**src/rtl/eeprom_rd_pkg.sv**
```systemverilog
package eeprom_rd_pkg;

    typedef enum logic [2:0] {
        PH_IDLE,
        PH_DEV,
        PH_DEV_ACK,
        PH_WADR,
        PH_WADR_ACK,
        PH_TX,
        PH_MACK
    } phase_e;

    typedef struct packed {
        logic scl_rise;
        logic scl_fall;
        logic start;
        logic stop;
        logic sda;
    } bus_ev_t;

    function automatic logic [7:0] fill_byte(input int unsigned a);
        return 8'(a * 29 + (a >> 8) * 7 + 83);
    endfunction

endpackage

```
**src/rtl/eeprom_bus_sampler.sv**
```systemverilog
module eeprom_bus_sampler
    import eeprom_rd_pkg::*;
#(
    parameter int STAGES = 2
) (
    input  logic    clk,
    input  logic    rst,
    input  logic    scl_i,
    input  logic    sda_i,
    output bus_ev_t ev
);
    logic [STAGES-1:0] scl_pipe;
    logic [STAGES-1:0] sda_pipe;
    logic              scl_q;
    logic              sda_q;
    logic              scl_s;
    logic              sda_s;

    always_ff @(posedge clk) begin
        if (rst) begin
            scl_pipe <= '1;
            sda_pipe <= '1;
            scl_q    <= 1'b1;
            sda_q    <= 1'b1;
        end else begin
            scl_pipe <= {scl_pipe[STAGES-2:0], scl_i};
            sda_pipe <= {sda_pipe[STAGES-2:0], sda_i};
            scl_q    <= scl_pipe[STAGES-1];
            sda_q    <= sda_pipe[STAGES-1];
        end
    end

    assign scl_s = scl_pipe[STAGES-1];
    assign sda_s = sda_pipe[STAGES-1];

    always_comb begin
        ev.scl_rise = scl_s & ~scl_q;
        ev.scl_fall = ~scl_s & scl_q;
        ev.start    = scl_s & scl_q & sda_q & ~sda_s;
        ev.stop     = scl_s & scl_q & ~sda_q & sda_s;
        ev.sda      = sda_s;
    end
endmodule

```
**src/rtl/eeprom_byte_store.sv**
```systemverilog
module eeprom_byte_store
    import eeprom_rd_pkg::*;
#(
    parameter int MEM_BYTES = 256,
    parameter bit NO_WRAP   = 1'b0,
    localparam int AW       = $clog2(MEM_BYTES)
) (
    input  logic          clk,
    input  logic          rst,
    input  logic          load,
    input  logic [AW-1:0] load_addr,
    input  logic          advance,
    output logic [7:0]    rd_data,
    output logic [AW-1:0] cur_addr
);
    localparam logic [AW-1:0] LAST = AW'(MEM_BYTES - 1);

    logic [7:0]    cells [MEM_BYTES];
    logic [AW-1:0] ptr_q;
    logic [AW-1:0] ptr_next;

    generate
        if (NO_WRAP) begin : g_hold_end
            assign ptr_next = (ptr_q == LAST) ? ptr_q : ptr_q + 1'b1;
        end else begin : g_wrap_end
            assign ptr_next = (ptr_q == LAST) ? '0 : ptr_q + 1'b1;
        end
    endgenerate

    always_ff @(posedge clk) begin
        if (rst) begin
            for (int i = 0; i < MEM_BYTES; i++) begin
                cells[i] <= fill_byte(i);
            end
            ptr_q <= '0;
        end else if (load) begin
            ptr_q <= load_addr;
        end else if (advance) begin
            ptr_q <= ptr_next;
        end
    end

    assign rd_data  = cells[ptr_q];
    assign cur_addr = ptr_q;
endmodule

```
**src/rtl/eeprom_read_target.sv**
```systemverilog
module eeprom_read_target
    import eeprom_rd_pkg::*;
#(
    parameter int         MEM_BYTES   = 256,
    parameter logic [6:0] DEV_ID      = 7'h50,
    parameter bit         NO_WRAP     = 1'b0,
    parameter int         SYNC_STAGES = 2
) (
    input  logic clk,
    input  logic rst,
    input  logic scl_i,
    input  logic sda_i,
    output logic sda_oe
);
    localparam int         AW         = $clog2(MEM_BYTES);
    localparam int         BLK        = (AW > 8) ? AW - 8 : 0;
    localparam logic [6:0] MATCH_MASK = 7'(7'h7F << BLK);

    bus_ev_t       ev;
    phase_e        phase;
    logic [2:0]    bitcnt;
    logic [7:0]    shreg;
    logic          byte_done;
    logic          rd_mode;
    logic          mack;
    logic          oe_q;
    logic [2:0]    blk_q;
    logic          quiet;
    logic          dev_hit;
    logic          addr_load;
    logic          addr_adv;
    logic [10:0]   wide_addr;
    logic [AW-1:0] load_addr;
    logic [AW-1:0] cur_addr;
    logic [7:0]    rd_data;

    eeprom_bus_sampler #(.STAGES(SYNC_STAGES)) u_sampler (
        .clk   (clk),
        .rst   (rst),
        .scl_i (scl_i),
        .sda_i (sda_i),
        .ev    (ev)
    );

    assign quiet     = !ev.start && !ev.stop;
    assign dev_hit   = ((shreg[7:1] ^ DEV_ID) & MATCH_MASK) == 7'd0;
    assign wide_addr = {blk_q, shreg};
    assign load_addr = wide_addr[AW-1:0];
    assign addr_load = quiet && (phase == PH_WADR) && ev.scl_fall && byte_done;
    assign addr_adv  = quiet && (phase == PH_TX) && ev.scl_fall && (bitcnt == 3'd7);

    eeprom_byte_store #(.MEM_BYTES(MEM_BYTES), .NO_WRAP(NO_WRAP)) u_store (
        .clk       (clk),
        .rst       (rst),
        .load      (addr_load),
        .load_addr (load_addr),
        .advance   (addr_adv),
        .rd_data   (rd_data),
        .cur_addr  (cur_addr)
    );

    always_ff @(posedge clk) begin
        if (rst) begin
            phase     <= PH_IDLE;
            bitcnt    <= '0;
            shreg     <= '0;
            byte_done <= 1'b0;
            rd_mode   <= 1'b0;
            mack      <= 1'b0;
            oe_q      <= 1'b0;
            blk_q     <= '0;
        end else if (ev.stop) begin
            phase     <= PH_IDLE;
            oe_q      <= 1'b0;
            byte_done <= 1'b0;
        end else if (ev.start) begin
            phase     <= PH_DEV;
            bitcnt    <= '0;
            oe_q      <= 1'b0;
            byte_done <= 1'b0;
        end else begin
            unique case (phase)
                PH_DEV, PH_WADR: begin
                    if (ev.scl_rise && !byte_done) begin
                        shreg  <= {shreg[6:0], ev.sda};
                        bitcnt <= bitcnt + 1'b1;
                        if (bitcnt == 3'd7) byte_done <= 1'b1;
                    end else if (ev.scl_fall && byte_done) begin
                        byte_done <= 1'b0;
                        bitcnt    <= '0;
                        if (phase == PH_WADR) begin
                            oe_q  <= 1'b1;
                            phase <= PH_WADR_ACK;
                        end else if (dev_hit) begin
                            oe_q    <= 1'b1;
                            rd_mode <= shreg[0];
                            blk_q   <= shreg[3:1];
                            phase   <= PH_DEV_ACK;
                        end else begin
                            phase <= PH_IDLE;
                        end
                    end
                end
                PH_DEV_ACK: begin
                    if (ev.scl_fall) begin
                        bitcnt <= '0;
                        if (rd_mode) begin
                            shreg <= rd_data;
                            oe_q  <= ~rd_data[7];
                            phase <= PH_TX;
                        end else begin
                            oe_q  <= 1'b0;
                            phase <= PH_WADR;
                        end
                    end
                end
                PH_WADR_ACK: begin
                    if (ev.scl_fall) begin
                        oe_q  <= 1'b0;
                        phase <= PH_IDLE;
                    end
                end
                PH_TX: begin
                    if (ev.scl_fall) begin
                        if (bitcnt == 3'd7) begin
                            oe_q      <= 1'b0;
                            byte_done <= 1'b0;
                            phase     <= PH_MACK;
                        end else begin
                            bitcnt <= bitcnt + 1'b1;
                            shreg  <= {shreg[6:0], 1'b0};
                            oe_q   <= ~shreg[6];
                        end
                    end
                end
                PH_MACK: begin
                    if (ev.scl_rise) begin
                        mack      <= ~ev.sda;
                        byte_done <= 1'b1;
                    end else if (ev.scl_fall && byte_done) begin
                        byte_done <= 1'b0;
                        if (mack) begin
                            shreg  <= rd_data;
                            oe_q   <= ~rd_data[7];
                            bitcnt <= '0;
                            phase  <= PH_TX;
                        end else begin
                            phase <= PH_IDLE;
                        end
                    end
                end
                default: phase <= PH_IDLE;
            endcase
        end
    end

    assign sda_oe = oe_q;
endmodule

```
**config.mk**
```make
export PLATFORM = sky130hd
export DESIGN_NAME = eeprom_read_target
export DESIGN_NICKNAME = d
export VERILOG_FILES = /design/src/rtl/eeprom_rd_pkg.sv /design/src/rtl/eeprom_bus_sampler.sv /design/src/rtl/eeprom_byte_store.sv /design/src/rtl/eeprom_read_target.sv
export SDC_FILE = /design/constraint.sdc
export NUM_CORES = 1
export LEC_CHECK = 0
export BUFFER_PORTS_ARGS = -buffer_cell sky130_fd_sc_hd__buf_4
export CAP_MARGIN = 20
export CORE_AREA = 2 2 79 81
export CTS_BUF_LIST = sky130_fd_sc_hd__clkbuf_8
export CTS_CLUSTER_SIZE = 24
export DETAILED_ROUTE_END_ITERATION = 16
export DIE_AREA = 0 0 81 83
export PLACE_DENSITY = 0.72
export REMOVE_ABC_BUFFERS = 1
export SLEW_MARGIN = 10
export SYNTH_ARGS = -nofsm -noshare
export SYNTH_HDL_FRONTEND = slang
export SYNTH_SLANG_ARGS = --single-unit
```
**constraint.sdc**
```tcl
create_clock -name clk -period 7.2 [get_ports clk]
set_clock_uncertainty 0.15 [all_clocks]
set_input_delay 0.72 -clock clk [delete_from_list [all_inputs] [get_ports clk]]
set_output_delay 0.72 -clock clk [all_outputs]
set_load 0.01 [all_outputs]
```
Word-level counts from Yosys, hierarchy flattened
Memories as Yosys holds them, arrays and structs flattened. A register that Yosys moved wholly into a read port is not among the register bits.
Cells that the tools add are included.
{ "op_classes": {"n_addsub": 2, "n_eq_ne": 33, "mux": 59, "n_bitwise": 18, "reduce_logical": 29} }
{ "op_table": {"columns": ["op", "count"], "rows": [
  ["8-bit 2-to-1 mux", 13],
  ["3-bit 2-to-1 mux", 19],
  ["3-bit inequality test (second input constant)", 11],
  ["8-bit case mux with 4 select lines", 1],
  ["2-bit inequality test (second input constant)", 11],
  ["1-bit 2-to-1 mux", 21],
  ["8-bit AND reduction", 2],
  ["3-bit case mux with 5 select lines", 1],
  ["3-bit equality test (second input constant)", 4],
  ["3-bit case mux with 4 select lines", 1],
  ["11-bit AND reduction", 1],
  ["1-bit NOT", 10],
  ["10-bit AND reduction", 1],
  ["5-bit nonzero test", 2],
  ["1-bit logical AND", 9],
  ["9-bit AND reduction", 1],
  ["8-bit by 1-bit adder with 8-bit output (second input constant)", 1],
  ["8-bit equality test (second input constant)", 1],
  ["4-bit AND reduction", 2],
  ["1-bit bitwise AND", 7],
  ["7-bit zero test", 1],
  ["7-bit AND reduction", 1],
  ["3-bit by 2-bit equality test with 1-bit output (second input constant)", 2],
  ["1-bit case mux with 5 select lines", 1],
  ["other kinds (14)", 17]
]} }
{ "totals": {"regBits": 32, "ramBits": 2048, "input_bits": 4, "output_inout_bits": 1, "word_cells": 155, "n_memories": 1} }
{ "memory_table": {"columns": ["memory", "words", "word_bits", "rd", "rd_ports_with_merged_regs", "write_ports", "line_no", "text"], "rows": [
  ["u_store.cells", 256, 8, 1, 1, 256, "eeprom_byte_store.sv:18", "logic [7:0] cells [MEM_BYTES];"]
]} }

Longest topological paths before layout
{ "depth": {"ltp_word": 12, "mapped_depth": 10, "depth_no_buf": 8} }

Hierarchy
From an unflattened synthesis, not the netlist that was laid out.
{ "unflattened": {"cells_unflattened": 381, "hier_area_um2": 2957.8} }
{ "modules_own_cells": {"columns": ["mod", "n_inst", "cells_per_inst", "area_each_um2", "seq_area_each_um2"], "rows": [
  ["eeprom_byte_store", 1, 209, 1532.7, 320.3],
  ["eeprom_read_target", 1, 155, 1227.4, 360.3],
  ["eeprom_bus_sampler", 1, 17, 197.7, 120.1]
]} }

Worst setup path before layout
OpenSTA, ideal clock, no wires.
{ "synth_path": {"path_type": "flip-flop to flip-flop", "from": "reg with a tool-made name", "to": "reg shreg[5], in the netlist load_addr[5]", "setup_ns": 0.130, "t_arrival_ns": 2.353, "required_time_ns": 6.920, "path_slack_ns": 4.567, "path_stages_with_launch": 10, "n_path_buf": 1, "period_less_slack_ns": 2.633, "cell_sequence": "dfxtp_1 -> clkbuf_1 -> inv_1 -> ha_1 -> or2_2 -> a21boi_0 -> o311a_1 -> o221a_2 -> o211ai_1 -> a311oi_1"} }
{ "synth_rtl": {"columns": ["item", "line_no", "text"], "rows": [
  ["to (signal assigned)", "eeprom_read_target.sv:85", "shreg <= {shreg[6:0], ev.sda};"],
  ["to (signal assigned)", "eeprom_read_target.sv:108", "shreg <= rd_data;"],
  ["to (signal assigned)", "eeprom_read_target.sv:131", "shreg <= {shreg[6:0], 1'b0};"],
  ["to (decl)", "eeprom_read_target.sv:22", "logic [7:0] shreg;"]
]} }

==> impl_metrics.toml <==
[global_route]
grt.total_usage = 0.2338
grt_pass1_vias = 2706
grt_max_degree = 44
antenna_found_initial = 0
grt-ovfl-total = 0
grt_pass1_wl_mm = 12.74

[route]
post-route-drc-count = 0
first_iter_violations = 354
postRouteWirelength_mm = 7.507
wl_per_cell_um = 16.04
ant_nets = 0
first_pass_iters = 5
routed_via_density = 6.395
vias = 2993

[setup_path]
worstPathRequired_ns = 7.28
cp-end-kind = "flip-flop"
slowest_stage = "dfxtp_1"
cp_max_fo = 15
setup.worst_path.class = "reg -> reg"
crit_family = "compound AO/OA/AOI/OAI gates"
setup.worst_path.start_class = "flip-flop"
r2r_cells = 8
worstPathArrival_ns = 3.06
crit_path_max_incr_delay_ns = 0.67
path_cells = "inv_1 > ha_1 > and2b_1 > o311ai_1 > a31o_2 > a31oi_1 > a2111o_1 > a31oi_1"
crit_cells = 8
path_buf_inv = 1
cpMostUsedCell = "a31oi_1"

[die]
core_area_um2 = 5816
initial_utilization = 0.5321
die-area_um2 = 6723
die_h_um = 83
rows = 28
io_pins = 5
dieWidth_um = 81

[pwr]
total_power_uw = 476.1
p_leak_nw = 1.081
ir_worst_vdd_mv = 0.1424
pwr_density_cell_nw_per_um2 = 148.6

[timing]
tns_ns = 0
min_period_over_period = 0.4134
finalSetupViolCount = 0
max_freq_ghz = 0.3360
fin_ws_ns = 4.224
max-slew-margin-rel = 0.3807
drv_slew = 0
final_hold_viol_count = 0
rsz0062_at_grt = "false"
finalCriticalPeriod_ns = 2.976
tightest_slew_ns = 0.9277

[placed_design]
gp_congestion = 0.8841
dpl.cell_count = 460
dp_hpwl_mm = 5.209
io_buffers = 4
pre_cts_slack_ns = 4.261

[synth]
synth_top_cell_area_share = 0.2588
ys_warn_count = 0
ys_seq_elements = 40
yosysTopAreaCell = "dfxtp_1"
synth_flop_cell = "dfxtp_1"
synth_area_um2 = 3094
seq_area_frac_synth = 0.2588
synth_edf_count = 0
avgSynthCellArea_um2 = 7.547
synth-async-reset-ratio = 0
synthCells = 410
synth.area.top_cells = "dfxtp_1 26%, a21oi_1 5.2%, ha_1 4.9%"
yosysUniqueCellTypes = 64

[clock_tree]
insertion_delay_ns = 0.29
cts_root_buf = "clkbuf_8"
hold_buffers = 0
post-cts-setup-buffer-count = 0
cts.path.max_buffers = 2
h-tree-depth = 2
cts_resized = 0
clkTransAtPathRegs_ns = 0.09
cts_tree = "yes"
numClockSinks = 40
numCtsBuffers = 5

[job]
maxCapViolCount = 0

[worst_hold_path]
min_path_type = "reg -> reg"
hold_path_depth = 1

[layout]
diodes = 0
syn2layout_area_growth_pct = 3.518
instances_no_fill = 468
fillerInstances = 576
finish.utilization = 0.5508
fin_nets = 408
drive_above_1_share = 0.09160

[status]
status = "finished, final reports clean"
## power by group
group	internal (mW)	switching [mW]
Combinational	0.0202	0.0300
Sequential	0.227	0.0101
Clock	0.104	0.0844
## worst paths after layout
path | slack (ns) | endpoint | startpoint
max | 4.22 | sda_oe | flip-flop
min reg2reg | 0.26 | u_sampler.sda_pipe[1] | u_sampler.sda_pipe[0]
max reg2reg | 4.22 | sda_oe | flip-flop
min | 0.26 | u_sampler.sda_pipe[1] | u_sampler.sda_pipe[0]
## Yosys cell counts, types with 4 or more instances
library cell,instances
a211oi_1,11
a21boi_0,5
a21oi_1,32
a311oi_1,7
a31oi_1,8
buf_2,14
clkbuf_1,12
dfxtp_1,40
ha_1,12
inv_1,11
mux2i_1,5
nand2_1,33
nand2b_1,14
nand3_1,12
nand3b_1,6
nor2_1,33
nor2b_1,13
nor3_1,7
nor4_1,4
o211ai_1,12
o21ai_0,25
o21ai_1,4
o31ai_1,4
o32ai_1,5
or2_2,11
xor2_1,5
## cells by family (layout without fill, tap and decap cells)
| family | Yosys count | after routing | share of synthesized area |
|---|---|---|---|
| muxes | 7 | 7 | 0.02345 |
| and+or+nand+nor | 155 | 155 | 0.2713 |
| DFF | 40 | 40 | 0.2588 |
| AOI/OAI and AO/OA | 143 | 143 | 0.3114 |
| adders and majority gates | 12 | 12 | 0.04852 |
| buffers and inverters | 45 | 28 | 0.06389 |
| xor gates and xnor gates | 8 | 8 | 0.02265 |
## through the flow
stage / cell area (um2) / hold slack, ns
floorplan: 2949 / 0.2395
global placement: 3088 / 0.2412
detailed placement: 3088 / 0.2444
CTS: 3203 / 0.2644
global route: 3203 / 0.2859
finish: 3203 / 0.2628
## area by class of cell
class	instances	area, um2	share of cell area
clock buffers	5	68.82	0.02148
clock inverters	3	46.29	0.01445
inverters	14	52.55	0.01641
multi-input cells	325	2096	0.6543
flip-flops and latches	40	800.8	0.2500
well taps	75	93.84	0.02930
repair buffers	6	45.04	0.01406
## per-layer routing
metal  routed length, um  track usage  share of wire  vias to the layer above
met5                   0            0              0                        -
met4                  78      0.05547          0.010                        0
met3                 434      0.04022          0.058                        7
met2                3461       0.3494           0.46                       96
met1                3532       0.3473           0.47                     1411
li1                    -            -              -                     1479
## cell usage in the layout (no fill, tap or decap), types with 7 or more instances in the layout
cell type  count
a211oi_1      11
a21oi_1       32
a311oi_1       7
a31oi_1        8
dfxtp_1       40
ha_1          12
inv_1         11
nand2_1       33
nand2b_1      14
nand3_1       12
nor2_1        33
nor2b_1       13
nor3_1         7
o211ai_1      12
o21ai_0       25
or2_2         11
Note: power is estimated with default switching activity, not from simulation.
